===== config.mk =====
export PLATFORM = sky130hd
export DESIGN_NAME = dsca_src_cell_addr
export DESIGN_NICKNAME = d
export VERILOG_FILES = /design/src/rtl/dsca_pkg.sv /design/src/rtl/dsca_stride_reg.sv /design/src/rtl/dsca_step_calc.sv /design/src/rtl/dsca_walker.sv /design/src/rtl/dsca_src_cell_addr.sv
export SDC_FILE = /design/constraint.sdc
export NUM_CORES = 1
export LEC_CHECK = 0
export BUFFER_PORTS_ARGS = -buffer_cell sky130_fd_sc_hd__buf_4
export CAP_MARGIN = 20
export CORE_UTILIZATION = 50
export CTS_CLUSTER_SIZE = 40
export DETAILED_ROUTE_END_ITERATION = 8
export PLACE_DENSITY = 0.73
export SLEW_MARGIN = 40
export SYNTH_ARGS = -nofsm -noshare
export SYNTH_HDL_FRONTEND = slang
export SYNTH_HIERARCHICAL = 1
export SYNTH_SLANG_ARGS = --single-unit

===== constraint.sdc =====
create_clock -name clk -period 6.84 [get_ports clk]
set_clock_uncertainty 0.2 [all_clocks]
set_input_delay 0.684 -clock clk [delete_from_list [all_inputs] [get_ports clk]]
set_output_delay 0.684 -clock clk [all_outputs]
set_load 0.05 [all_outputs]

===== src/rtl/dsca_pkg.sv =====
`timescale 1ns/1ps
package dsca_pkg;

    localparam int unsigned ADDR_W_DEF   = 32;
    localparam int unsigned STRIDE_W_DEF = 16;
    localparam int unsigned CSIZE_W_DEF  = 16;
    localparam int unsigned RAS_W        = 3;

    // Access width in bytes, encoded as its own value
    typedef enum logic [2:0] {
        ACC_BYTE = 3'd1,
        ACC_HALF = 3'd2,
        ACC_WORD = 3'd4
    } acc_e;

    localparam logic [RAS_W-1:0] RAS_HALF_A = 3'b001;
    localparam logic [RAS_W-1:0] RAS_HALF_B = 3'b100;
    localparam logic [RAS_W-1:0] RAS_WORD   = 3'b101;
    localparam logic [RAS_W-1:0] RAS_MIXED  = 3'b010;

    // Decision taken by the walker for one accepted beat
    typedef struct packed {
        logic step;   // advance inside the cell
        logic roll;   // move to next cell start
        logic fault;  // misaligned stride at boundary
    } beat_act_t;

    function automatic acc_e acc_of(input logic [RAS_W-1:0] ras, input logic word_only);
        acc_e a;
        case (ras)
            RAS_HALF_A, RAS_HALF_B: a = ACC_HALF;
            RAS_WORD:               a = ACC_WORD;
            RAS_MIXED:              a = word_only ? ACC_WORD : ACC_BYTE;
            default:                a = ACC_BYTE;
        endcase
        return a;
    endfunction

    function automatic logic stride_bad(input logic [1:0] low, input acc_e a);
        logic bad;
        case (a)
            ACC_HALF: bad = low[0];
            ACC_WORD: bad = (low != 2'b00);
            default:  bad = 1'b0;
        endcase
        return bad;
    endfunction

endpackage


===== src/rtl/dsca_stride_reg.sv =====
`timescale 1ns/1ps
module dsca_stride_reg #(
    parameter int unsigned SW = 16
) (
    input  logic          clk,
    input  logic          rst,
    input  logic          wr_en,
    input  logic [SW-1:0] wr_data,
    input  logic          lock,
    output logic [SW-1:0] stride_q
);
    logic accept;

    assign accept = wr_en && !lock;

    always_ff @(posedge clk) begin
        if (rst) begin
            stride_q <= '0;
        end else if (accept) begin
            stride_q <= wr_data;
        end
    end
endmodule


===== src/rtl/dsca_step_calc.sv =====
`timescale 1ns/1ps
module dsca_step_calc
    import dsca_pkg::*;
#(
    parameter int unsigned AW = 32,
    parameter int unsigned SW = 16,
    parameter int unsigned CW = 16
) (
    input  logic [SW-1:0]    stride,
    input  logic [CW-1:0]    cell_size,
    input  logic [RAS_W-1:0] ras_code,
    input  logic             word_only,
    output acc_e             acc,
    output logic             misaligned,
    output logic [AW-1:0]    cell_step
);
    localparam int unsigned WIDEST = (CW > SW) ? CW : SW;
    localparam int unsigned STEP_W = WIDEST + 1;

    logic [STEP_W-1:0] eff_stride;
    logic [STEP_W-1:0] size_ext;
    logic [STEP_W-1:0] stride_ext;
    logic              stride_zero;

    assign stride_zero = (stride == '0);
    assign size_ext    = STEP_W'(cell_size);
    assign stride_ext  = STEP_W'(stride);

    generate
        if (SW >= 2) begin : g_low_bits
            assign misaligned = stride_bad(stride[1:0], acc);
        end else begin : g_one_bit
            assign misaligned = stride_bad({1'b0, stride[0]}, acc);
        end
    endgenerate

    always_comb begin
        acc        = acc_of(ras_code, word_only);
        eff_stride = stride_zero ? size_ext : stride_ext;
        cell_step  = AW'(size_ext) + AW'(eff_stride);
    end
endmodule


===== src/rtl/dsca_walker.sv =====
`timescale 1ns/1ps
module dsca_walker
    import dsca_pkg::*;
#(
    parameter int unsigned AW = 32,
    parameter int unsigned CW = 16
) (
    input  logic          clk,
    input  logic          rst,
    input  logic          chan_en,
    input  logic          start,
    input  logic [AW-1:0] start_addr,
    input  logic [CW-1:0] cell_size,
    input  logic          beat,
    input  logic          err_clr,
    input  acc_e          acc,
    input  logic          misaligned,
    input  logic [AW-1:0] cell_step,
    output logic [AW-1:0] rd_addr,
    output logic          cell_last,
    output logic          busy,
    output logic          align_err
);
    logic [AW-1:0] addr_q;
    logic [AW-1:0] cstart_q;
    logic [CW-1:0] left_q;
    logic          busy_q;
    logic          err_q;
    logic          launch;
    logic          take;
    logic [CW-1:0] acc_cw;
    logic [AW-1:0] next_cell;
    beat_act_t     act;

    assign acc_cw    = CW'(acc);
    assign launch    = chan_en && start;
    assign take      = chan_en && !start && busy_q && beat && !err_q;
    assign cell_last = busy_q && (left_q <= acc_cw);
    assign next_cell = cstart_q + cell_step;

    always_comb begin
        act       = '0;
        act.step  = take && !cell_last;
        act.roll  = take && cell_last && !misaligned;
        act.fault = take && cell_last && misaligned;
    end

    always_ff @(posedge clk) begin
        if (rst) begin
            addr_q   <= '0;
            cstart_q <= '0;
            left_q   <= '0;
            busy_q   <= 1'b0;
        end else if (!chan_en) begin
            busy_q <= 1'b0;
        end else if (launch) begin
            addr_q   <= start_addr;
            cstart_q <= start_addr;
            left_q   <= cell_size;
            busy_q   <= 1'b1;
        end else if (act.step) begin
            addr_q <= addr_q + AW'(acc);
            left_q <= left_q - acc_cw;
        end else if (act.roll) begin
            addr_q   <= next_cell;
            cstart_q <= next_cell;
            left_q   <= cell_size;
        end
    end

    always_ff @(posedge clk) begin
        if (rst) begin
            err_q <= 1'b0;
        end else if (launch) begin
            err_q <= 1'b0;
        end else if (act.fault) begin
            err_q <= 1'b1;
        end else if (err_clr) begin
            err_q <= 1'b0;
        end
    end

    assign rd_addr   = addr_q;
    assign busy      = busy_q;
    assign align_err = err_q;
endmodule


===== src/rtl/dsca_src_cell_addr.sv =====
`timescale 1ns/1ps
module dsca_src_cell_addr
    import dsca_pkg::*;
#(
    parameter int unsigned AW = ADDR_W_DEF,
    parameter int unsigned SW = STRIDE_W_DEF,
    parameter int unsigned CW = CSIZE_W_DEF
) (
    input  logic             clk,
    input  logic             rst,
    input  logic             cfg_wr_en,
    input  logic [SW-1:0]    cfg_wr_data,
    output logic [SW-1:0]    cfg_rd_data,
    input  logic             chan_en,
    input  logic             start,
    input  logic [AW-1:0]    start_addr,
    input  logic [CW-1:0]    cell_size,
    input  logic [RAS_W-1:0] ras_code,
    input  logic             word_only,
    input  logic             beat,
    input  logic             err_clr,
    output logic [AW-1:0]    rd_addr,
    output logic             cell_last,
    output logic             busy,
    output logic             align_err
);
    logic [SW-1:0] stride_q;
    acc_e          acc;
    logic          misaligned;
    logic [AW-1:0] cell_step;

    dsca_stride_reg #(.SW(SW)) u_stride (
        .clk      (clk),
        .rst      (rst),
        .wr_en    (cfg_wr_en),
        .wr_data  (cfg_wr_data),
        .lock     (chan_en),
        .stride_q (stride_q)
    );

    dsca_step_calc #(.AW(AW), .SW(SW), .CW(CW)) u_step (
        .stride     (stride_q),
        .cell_size  (cell_size),
        .ras_code   (ras_code),
        .word_only  (word_only),
        .acc        (acc),
        .misaligned (misaligned),
        .cell_step  (cell_step)
    );

    dsca_walker #(.AW(AW), .CW(CW)) u_walk (
        .clk        (clk),
        .rst        (rst),
        .chan_en    (chan_en),
        .start      (start),
        .start_addr (start_addr),
        .cell_size  (cell_size),
        .beat       (beat),
        .err_clr    (err_clr),
        .acc        (acc),
        .misaligned (misaligned),
        .cell_step  (cell_step),
        .rd_addr    (rd_addr),
        .cell_last  (cell_last),
        .busy       (busy),
        .align_err  (align_err)
    );

    assign cfg_rd_data = stride_q;
endmodule


==> flow_summary.json, run 1 <==
{
  "status": "completed",
  "vdd_drop_max_uv": 129.6,
  "ys_ff_latch": 98,
  "r2r_end": "u_walk/cstart_q[31]",
  "antenna_found_initial": 0,
  "min_period_over_period": 0.8668,
  "drt_pre_antenna_iters": 5,
  "crit_end": "u_walk/cstart_q[31]",
  "intPower_mw": 1.219,
  "cap_violations": 0,
  "rr_startpoint": "u_stride/stride_q[1]",
  "tightest_slew_ns": 0.8857,
  "cts-root-buf": "clkbuf_16",
  "gp_congestion": 0.8987,
  "power_frac_comb": 0.400,
  "core-area_um2": 15940,
  "path_max_fanout": 14,
  "place_ws_ns": 0.9279,
  "startpoint": "u_stride/stride_q[1]",
  "yosysMostFrequentCell": "dfxtp_1",
  "drc": 0,
  "htreeDepth": 3,
  "path_buf_inv": 2,
  "syn_avg_cell_area_um2": 7.693,
  "crit_required_ns": 6.94,
  "numCtsBuffers": 9,
  "dp_hpwl_um": 18520,
  "cp_top_family": "simple AND/OR/NAND/NOR gates",
  "total_leakage_power_nw": 4.104,
  "critPathKind": "flip-flop to flip-flop",
  "clk_path_buf_depth": 2,
  "pwr_density_cell_nw_per_um2": 209.8,
  "area_delta_synth_final_pct": 15.90,
  "synth-async-reset-ratio": 0,
  "end_kind": "flip-flop",
  "synth-edff-count": 0,
  "regToRegSetupSlack_ns": 0.91,
  "slew_viol_final": 0,
  "rsz0062_at_grt": "no",
  "r2r_cells": 22,
  "yosysTopAreaCell": "dfxtp_1",
  "synth_top_area_share": 0.2388,
  "synthTopCellsByArea": "dfxtp_1 (24%), ha_1 (8.2%), a21oi_1 (5.4%)",
  "cts_resized": 0,
  "ios": 126,
  "viasPerCell": 6.148,
  "wl_per_cell_um": 18.74,
  "synth_cell_types": 84,
  "layout_setup_ws_ns": 0.9113,
  "die_w_um": 130.2,
  "ant_nets": 0,
  "yosys-top-cells-count": "dfxtp_1 (98), nor2_1 (97), a21oi_1 (89)",
  "finalHoldViolations": 0,
  "first_global_vias": 8001,
  "arrival_ns": 6.02,
  "vias": 8466,
  "drive_gt1_frac": 0.1645,
  "slowest_delay_ns": 0.44,
  "start_kind": "flip-flop",
  "cp_cell_sequence": "nor4_1, nand4_1, nor3_4, buf_4, a21o_1, ha_1, inv_1, fa_1, and2b_1, o2111ai_2, a21oi_1, nor2b_1, o31ai_1, ha_1, and3_1, and3_1, a221oi_1, nand4_1, nand3_1, nor4b_1, o21ai_0, a31oi_1",
  "post_cts_buffers": 0,
  "cts_tree": "built",
  "setup_tns_ns": 0,
  "grt_first_pass_wirelength_um": 40740,
  "pwr-share-seq": 0.328,
  "fin_crit_ns": 5.929,
  "path_depth": 22,
  "clk_pin_slew_ns": 0.08,
  "wl_um": 25800,
  "postSynthCellCount": 1068,
  "max_slew_margin": 0.4060,
  "port_buffers": 125,
  "crit_slowest_cell": "nor4b_1",
  "p_total_mw": 1.998,
  "row_count": 46,
  "grt_start_max_net_pins": 67,
  "yosysSeqAreaShare": 0.2388,
  "min_path_type": "flip-flop to flip-flop",
  "drtIter0Drc": 667,
  "stdcell_count": 1377,
  "pwr-share-clk": 0.272,
  "cts_hold_buf": 0,
  "synth.yosys.warnings": 6,
  "ys.flop_type": "dfxtp_1",
  "clkSinkCount": 98,
  "finalSetupViolations": 0,
  "swShare": 0.3898,
  "fp.dieH_um": 130.2,
  "antenna_cells": 0,
  "syn_area_um2": 8217,
  "switchingPower_uw": 778.9,
  "start_util": 0.5154,
  "nets": 1289,
  "overflow": 0,
  "clk_latency_ns": 0.36,
  "grt_usage": 0.3134,
  "clock.fmax_mhz": 168.7,
  "place_inst": 1361,
  "dieArea_um2": 16950
}
## registers in the layout, summed over array words and instances (netlist names)
signal,flops
u_stride/stride_q,16
u_walk/align_err,1
u_walk/busy,1
u_walk/cstart_q,32
u_walk/left_q,16
u_walk/rd_addr,32
## cells by family (layout without fill, tap and decap cells)
family / after synthesis / count (layout) / share of synthesized area
other cells: 1 / 15 / 0.0004564
fa+ha+maj: 58 / 58 / 0.09198
simple gates: 390 / 390 / 0.2523
xor+xnor: 52 / 52 / 0.05543
compound gates: 359 / 359 / 0.2915
buf+inv: 101 / 180 / 0.05802
mux: 9 / 9 / 0.01157
flops: 98 / 98 / 0.2388
## worst reg2reg max path: stages (launching register included)
cell,delay (ns)
dfxtp_1,0.35
nor4_1,0.35
nand4_1,0.25
nor3_4,0.16
buf_4,0.20
a21o_1,0.14
ha_1,0.19
inv_1,0.07
fa_1,0.41
and2b_1,0.24
o2111ai_2,0.14
a21oi_1,0.27
nor2b_1,0.11
o31ai_1,0.41
ha_1,0.40
and3_1,0.22
and3_1,0.17
a221oi_1,0.40
nand4_1,0.29
nand3_1,0.13
nor4b_1,0.44
o21ai_0,0.15
a31oi_1,0.17
## per-layer routing
layer,GRT usage,vias up,share of wire
li1,-,4129,-
met2,0.5278,393,0.46
met5,0,-,0
met1,0.3806,3881,0.42
met4,0.1635,0,0.040
met3,0.05658,63,0.082
## area by class of cell
class	instances	area (um^2)
Clock buffer	11	242.7
Clock inverter	5	61.31
Fill cell	1522	6420
Inverter	30	112.6
Multi-Input combinational cell	883	5868
Sequential cell	98	1962
Tap cell	216	270.3
Timing Repair Buffer	134	1006
## cell usage in the layout (no fill, tap or decap), types with 6 or more instances in the layout
master     instances
a31oi_1           13
a22oi_1            8
nand2b_1          24
nand2_1           86
o311ai_0           6
nor4_1            10
and3_1             8
nor3_1            27
a21oi_1           88
a211o_1            6
buf_4            134
xor2_1            21
conb_1            15
and2_1             7
nor2b_1            9
nand3_1           39
a211oi_1          24
xnor2_1           31
o21ai_1            9
o21a_1            13
nand4_1           16
ha_1              54
o211ai_1           8
a311oi_1           6
nand4bb_1         16
o21bai_1           7
o221ai_1           7
nor2_1            95
inv_1             29
a221oi_1           9
o21ai_2           11
clkbuf_16          9
or3_1              7
and4_1            10
dfxtp_1           98
o21ai_0           64
a21o_1            40
## power groups by stage
stage / clock network (mW) / logic [mW] / registers, mW
floorplan: 0 / 0.516 / 0.728
global placement: 0 / 0.775 / 0.665
detailed placement: 0 / 0.781 / 0.666
CTS: 0.552 / 0.786 / 0.654
global route: 0.572 / 0.877 / 0.661
finish: 0.544 / 0.800 / 0.655
## through the flow
step,utilization,instance area [um^2],hold slack (ns)
5_1_grt,0.5973,9523,0.2881
4_1_cts,0.5972,9520,0.2696
3_5_place_dp,0.5781,9216,0.2586
6_report,0.5973,9523,0.2651
3_3_place_gp,0.5766,9193,0.2515
2_1_floorplan,-,8269,0.2383
## how the worst min path moves through the flow
stage	start	to	cells after the start
after floorplan	u_walk/cstart_q[0]	u_walk/cstart_q[0]	2
after global placement	u_walk/cstart_q[0]	u_walk/cstart_q[0]	2
after detailed placement	u_walk/cstart_q[0]	u_walk/cstart_q[0]	2
after CTS	u_walk/cstart_q[0]	u_walk/cstart_q[0]	2
after global routing	u_walk/cstart_q[0]	u_walk/cstart_q[0]	2
final	u_walk/cstart_q[5]	u_walk/cstart_q[5]	2
(Power assumes the default switching activity.)
==> inputs of run 2 (changes only) <==
--- a/config.mk
+++ b/config.mk
@@ -5,12 +5,13 @@
 export SDC_FILE = /design/constraint.sdc
 export NUM_CORES = 1
 export LEC_CHECK = 0
+export ABC_AREA = 1
 export BUFFER_PORTS_ARGS = -buffer_cell sky130_fd_sc_hd__buf_4
 export CAP_MARGIN = 20
 export CORE_UTILIZATION = 50
 export CTS_CLUSTER_SIZE = 40
 export DETAILED_ROUTE_END_ITERATION = 8
-export PLACE_DENSITY = 0.73
+export PLACE_DENSITY = 0.72
 export SLEW_MARGIN = 40
 export SYNTH_ARGS = -nofsm -noshare
 export SYNTH_HDL_FRONTEND = slang
==> flow_summary.json, run 2 <==
{
  "clkSinkCount": 98,
  "final_cell_mix": "nand2_1 (487), inv_1 (235), nor2_1 (151)",
  "utilization": 0.5759,
  "cts_resized": 0,
  "vias": 10510,
  "place_ws_ns": 1.957,
  "pwr_density_cell_nw_per_um2": 199.1,
  "overflow": 0,
  "area_delta_synth_final_pct": 12.95,
  "rr_startpoint": "u_stride/stride_q[1]",
  "synth_simple_gate_area_share": 0.3995,
  "start_util": 0.5099,
  "total_leakage_power_nw": 5.681,
  "min_period_over_period": 0.6365,
  "grt_start_max_net_pins": 67,
  "crit_required_ns": 6.93,
  "finish.instance_area_um2": 10740,
  "gp_congestion": 0.9404,
  "cts-root-buf": "clkbuf_16",
  "wl_um": 30220,
  "startpoint": "u_stride/stride_q[1]",
  "drtIter0Drc": 738,
  "regToRegSetupSlack_ns": 2.49,
  "min_path_type": "flip-flop to flip-flop",
  "cts_tree": "built",
  "nets": 1850,
  "core-area_um2": 18640,
  "synth_compound_area_frac": 0.1443,
  "r2r_cells": 27,
  "numCtsBuffers": 9,
  "synthTopCellsByArea": "dfxtp_1 (21%), nand2_1 (19%), inv_1 (9.3%)",
  "arrival_ns": 4.44,
  "multi_input_area_um2": 6296,
  "synth_fa_ha_area_frac": 0.07951,
  "cap_violations": 0,
  "yosys.area_share.xor_xnor": 0.03133,
  "placed_area_um2": 10430,
  "start_kind": "flip-flop",
  "first_global_vias": 9703,
  "yosysSeqAreaShare": 0.2064,
  "synth.yosys.warnings": 6,
  "vdd_drop_max_uv": 137.0,
  "fin_crit_ns": 4.354,
  "viasPerCell": 5.379,
  "synth_cell_types": 44,
  "clock.fmax_mhz": 229.7,
  "drt_pre_antenna_iters": 5,
  "grt_first_pass_wirelength_um": 48430,
  "dp_hpwl_um": 24010,
  "drc": 0,
  "synth_top_family_by_area": "simple AND/OR/NAND/NOR gates",
  "end_kind": "flip-flop",
  "setup_tns_ns": 0,
  "slew_viol_final": 0,
  "drive_gt1_frac": 0.1087,
  "cts_hold_buf": 0,
  "row_count": 50,
  "ant_nets": 0,
  "yosysTopAreaCell": "dfxtp_1",
  "fp.dieH_um": 139.9,
  "clk_latency_ns": 0.36,
  "path_max_fanout": 14,
  "synth-edff-count": 0,
  "finalHoldViolations": 0,
  "post_cts_buffers": 0,
  "wl_per_cell_um": 15.47,
  "syn_area_um2": 9505,
  "yosys-top-cells-count": "nand2_1 (487), inv_1 (236), nor2_1 (151)",
  "tightest_slew_ns": 0.8322,
  "status": "completed",
  "dieArea_um2": 19570,
  "critPathKind": "flip-flop to flip-flop",
  "htreeDepth": 3,
  "max_slew_margin": 0.4393,
  "antenna_cells": 0,
  "layout_setup_ws_ns": 2.486,
  "die_w_um": 139.9,
  "clk_path_buf_depth": 2,
  "postSynthCellCount": 1624,
  "regArea_um2": 1962,
  "synthMuxAreaShare": 0.001053,
  "synth_top_area_share": 0.2064,
  "port_buffers": 125,
  "grt_usage": 0.3135,
  "yosysMostFrequentCell": "nand2_1",
  "fill_cells": 1958,
  "synth-async-reset-ratio": 0,
  "clk_pin_slew_ns": 0.07,
  "ys_ff_latch": 98,
  "crit_end": "u_walk/rd_addr[15]",
  "rsz0062_at_grt": "no",
  "finalSetupViolations": 0,
  "r2r_end": "u_walk/rd_addr[15]",
  "ios": 126,
  "final_common_cell": "nand2_1",
  "syn_avg_cell_area_um2": 5.853,
  "antenna_found_initial": 0,
  "ys.flop_type": "dfxtp_1"
}
-- run 2: changes by cell type after synthesis, moves of 16 or more --
cell	change
xnor2_1	-18
nand3_1	+95
inv_1	+206
o21ai_0	+36
a21o_1	-40
a31oi_1	+19
clkbuf_1	-22
nand2b_1	-25
nor2_1	+54
a211oi_1	-23
nand4bb_1	-16
nand2_1	+400
-- run 2: per-layer routing --
layer,wire length (um),share of wire,vias up,global-route usage
met2,14130,0.47,396,0.5337
met3,1979,0.065,92,0.04646
met4,1820,0.060,0,0.1833
li1,-,-,5367,-
met1,12290,0.41,4656,0.3744
met5,0,0,-,0
-- run 2: stage by stage --
stage / hold WS (ns) / std cells / total power, mW
2_1_floorplan: 0.2331 / 1638 / 1.341
3_3_place_gp: 0.2792 / 1940 / 1.581
3_5_place_dp: 0.2927 / 1940 / 1.590
4_1_cts: 0.3040 / 1954 / 2.133
5_1_grt: 0.3183 / 1954 / 2.274
6_report: 0.3054 / 1954 / 2.138
-- run 2: layout make-up --
cell class | count | share of cell area
Clock buffer | 11 | 0.02354
Clock inverter | 3 | 0.004428
Inverter | 242 | 0.08472
Multi-Input combinational cell | 1236 | 0.5864
Sequential cell | 98 | 0.1827
Tap cell | 234 | 0.02727
Timing Repair Buffer | 130 | 0.09090
-- run 2: logic make-up (layout without fill, tap and decap cells) --
group	count (synthesis)	count (layout)
other cells	1	15
flops	98	98
buf+inv	304	386
fa+ha+maj	58	58
mux	1	1
xor+xnor	34	34
compound gates	255	255
simple gates	873	873
-- run 2: power breakdown --
group / switching, mW / internal, mW
sequential: 0.0508 / 0.615
combinational: 0.617 / 0.310
clock: 0.241 / 0.303
total: 0.909 / 1.23
-- run 2: how the worst min path moves through the flow --
| stage | start | end | slack [ns] | cells past startpoint |
|---|---|---|---|---|
| after detailed placement | u_walk/left_q[0] | u_walk/left_q[0] | 0.29 | 2 |
| after CTS | u_walk/left_q[0] | u_walk/left_q[0] | 0.30 | 2 |
| final | u_stride/stride_q[3] | u_stride/stride_q[3] | 0.31 | 2 |
| after floorplan | u_walk/left_q[0] | u_walk/left_q[0] | 0.23 | 2 |
| after global routing | u_stride/stride_q[3] | u_stride/stride_q[3] | 0.32 | 2 |
| after global placement | u_walk/left_q[0] | u_walk/left_q[0] | 0.28 | 2 |
-- run 2: worst max-delay path, cell delays in order, from the launching register on --
cell     delay, ns
dfxtp_1       0.36
nor2_2        0.13
nand3_2       0.09
nor2_4        0.39
nand3_2       0.11
nand2_1       0.08
ha_1          0.15
inv_1         0.05
fa_1          0.41
inv_1         0.09
nand3_1       0.07
nand3_1       0.14
nand3_1       0.11
nand3_1       0.10
nand2_1       0.06
nand2_1       0.09
ha_1          0.29
nand2_1       0.09
nand2_1       0.07
a21oi_1       0.26
inv_1         0.07
nor2_1        0.10
nand2_1       0.11
xor2_1        0.32
nand2_1       0.09
nand2_1       0.07
inv_1         0.05
a21oi_1       0.10
==> inputs of run 3 (changes only) <==
--- a/config.mk
+++ b/config.mk
@@ -5,13 +5,13 @@
 export SDC_FILE = /design/constraint.sdc
 export NUM_CORES = 1
 export LEC_CHECK = 0
-export ABC_AREA = 1
+export ABC_AREA = 0
 export BUFFER_PORTS_ARGS = -buffer_cell sky130_fd_sc_hd__buf_4
 export CAP_MARGIN = 20
 export CORE_UTILIZATION = 50
 export CTS_CLUSTER_SIZE = 40
 export DETAILED_ROUTE_END_ITERATION = 8
-export PLACE_DENSITY = 0.72
+export PLACE_DENSITY = 0.75
 export SLEW_MARGIN = 40
 export SYNTH_ARGS = -nofsm -noshare
 export SYNTH_HDL_FRONTEND = slang
==> constraint.sdc (replaced) <==
create_clock -name clk -period 3.95 [get_ports clk]
set_clock_uncertainty 0.2 [all_clocks]
set_input_delay 0.395 -clock clk [delete_from_list [all_inputs] [get_ports clk]]
set_output_delay 0.395 -clock clk [all_outputs]
set_load 0.05 [all_outputs]
==> flow_summary.json, run 3 (synthesized netlist as in run 1, its figures left out) <==
{
  "layout_setup_ws_ns": -1.237,
  "clk_latency_ns": 0.36,
  "cts_tree": "built",
  "ios": 126,
  "antenna_cells": 0,
  "fin_crit_ns": 5.187,
  "wl_um": 31060,
  "core-area_um2": 15940,
  "numCtsBuffers": 9,
  "dieArea_um2": 16950,
  "nets": 1488,
  "overflow": 0,
  "drt_pre_antenna_iters": 5,
  "cp_common_cell": "buf_4",
  "drive_gt1_frac": 0.3779,
  "first_global_vias": 9046,
  "start_kind": "flip-flop",
  "finalSetupViolations": 57,
  "clk_pin_slew_ns": 0.07,
  "grt_start_max_net_pins": 54,
  "wl_per_cell_um": 19.71,
  "fill_cells": 1167,
  "clock.fmax_mhz": 192.8,
  "drc": 0,
  "min_period_over_period": 1.313,
  "min_path_type": "primary input to flip-flop",
  "slowest_delay_ns": 0.36,
  "cap_violations": 0,
  "port_buffers": 125,
  "finish.instance_area_um2": 11960,
  "vias": 9725,
  "cp_cell_sequence": "nor4_4, buf_4, nand4_1, nor3_4, a21o_1, ha_2, inv_2, fa_2, and2b_2, o2111ai_4, a21oi_2, buf_4, mux2i_1, nor2_1, ha_2, nand4_1, buf_4, nor3_2, o21ai_1, and4_4, buf_12, o311ai_4, nand3b_1, a311oi_1",
  "clkSinkCount": 98,
  "cts-root-buf": "clkbuf_16",
  "vdd_drop_max_uv": 247.9,
  "ant_nets": 0,
  "final_common_cell": "buf_4",
  "die_w_um": 130.2,
  "rsz0062_at_grt": "yes",
  "placed_area_um2": 10720,
  "crit_required_ns": 4.03,
  "finalHoldViolations": 0,
  "final_cell_mix": "buf_4 (305), nor2_1 (89), dfxtp_1 (86)",
  "status": "complete, but fails checks",
  "slew_viol_final": 0,
  "gp_congestion": 0.9406,
  "end_kind": "flip-flop",
  "path_max_fanout": 4,
  "fp.dieH_um": 130.2,
  "pwr_density_cell_nw_per_um2": 351.1,
  "start_util": 0.5154,
  "crit_slowest_cell": "ha_2",
  "drtIter0Drc": 925,
  "grt_first_pass_wirelength_um": 45520,
  "antenna_found_initial": 0,
  "total_leakage_power_nw": 5.272,
  "violations": "negative setup slack",
  "viasPerCell": 6.171,
  "clk_path_buf_depth": 2,
  "htreeDepth": 3,
  "arrival_ns": 5.26,
  "utilization": 0.7502,
  "dp_hpwl_um": 21850,
  "area_delta_synth_final_pct": 45.56,
  "critPathKind": "flip-flop to flip-flop",
  "grt_usage": 0.3485,
  "row_count": 46,
  "max_slew_margin": 0.5138,
  "tightest_slew_ns": 0.7233
}
run 3: cell count changes in the layout (fill, tap and decap cells not counted), sizes merged, moves of 23 or more:
cell,change
nand3,-108
nor2,-60
inv,-212
nand2,-404
buf,+203
o21ai,-25
nand2b,+25
a21o,+40
a211oi,+23
run 3: final cells by class:
cell class	count	area, um^2	area share
multi-input cells	883	6665	0.5573
repair buffers	333	2649	0.2215
flip-flops and latches	98	1992	0.1665
clock buffers	10	229.0	0.01914
inverters	30	112.6	0.009415
well taps	216	270.3	0.02260
clock inverters	6	42.54	0.003557
run 3: repair_timing:
action / 4_1_cts / 5_1_grt
pin swaps: 72 / 79
hold buffers: 0 / 0
resized for setup: 81 / 69
setup endpoints to repair: 55 / 58
setup buffers: 22 / 15
run 3: power by group:
group / internal, mW / leakage [nW] / switching (mW)
sequential: 1.05 / 0.813 / 0.0794
clock: 0.429 / 0.129 / 0.425
combinational: 1.06 / 4.33 / 1.16
run 3: metal layers:
| layer | up-vias | part of all wire | global-route usage |
|---|---|---|---|
| met4 | 0 | 0.057 | 0.1806 |
| met1 | 4580 | 0.39 | 0.4151 |
| met2 | 492 | 0.48 | 0.5979 |
| li1 | 4525 | - | - |
| met3 | 128 | 0.072 | 0.06232 |
| met5 | - | 0 | 0 |
run 3: per-stage QoR:
step	setup slack, ns	TNS (ns)	instances	power (mW)	hold WS, ns
6_report	-1.237	-51.37	1576	4.199	0.07614
5_1_grt	-1.562	-65.88	1576	4.392	0.07162
4_1_cts	-1.136	-41.46	1565	3.952	0.06742
3_5_place_dp	-1.341	-51.12	1530	2.881	0.2564
3_3_place_gp	-1.195	-46.02	1530	2.852	0.2508
2_1_floorplan	-1.069	-32.25	1082	2.201	0.2383
run 3: worst max-delay path: cells and delay by family (launching register included):
family / cells / cell delay, ns
compound gates: 6 / 1.14
fa+ha+maj: 3 / 0.89
buf+inv: 5 / 0.69
flops: 1 / 0.34
mux: 1 / 0.17
simple gates: 9 / 1.69
run 3: worst paths after layout:
kind | cells past startpoint | from | slack, ns | end
max reg2reg | 24 | u_stride/stride_q[13] | -1.24 | u_walk/rd_addr[26]
min | 2 | start | 0.08 | u_walk/busy
min reg2reg | 2 | u_walk/cstart_q[5] | 0.27 | u_walk/cstart_q[5]
max | 24 | u_stride/stride_q[13] | -1.24 | u_walk/rd_addr[26]
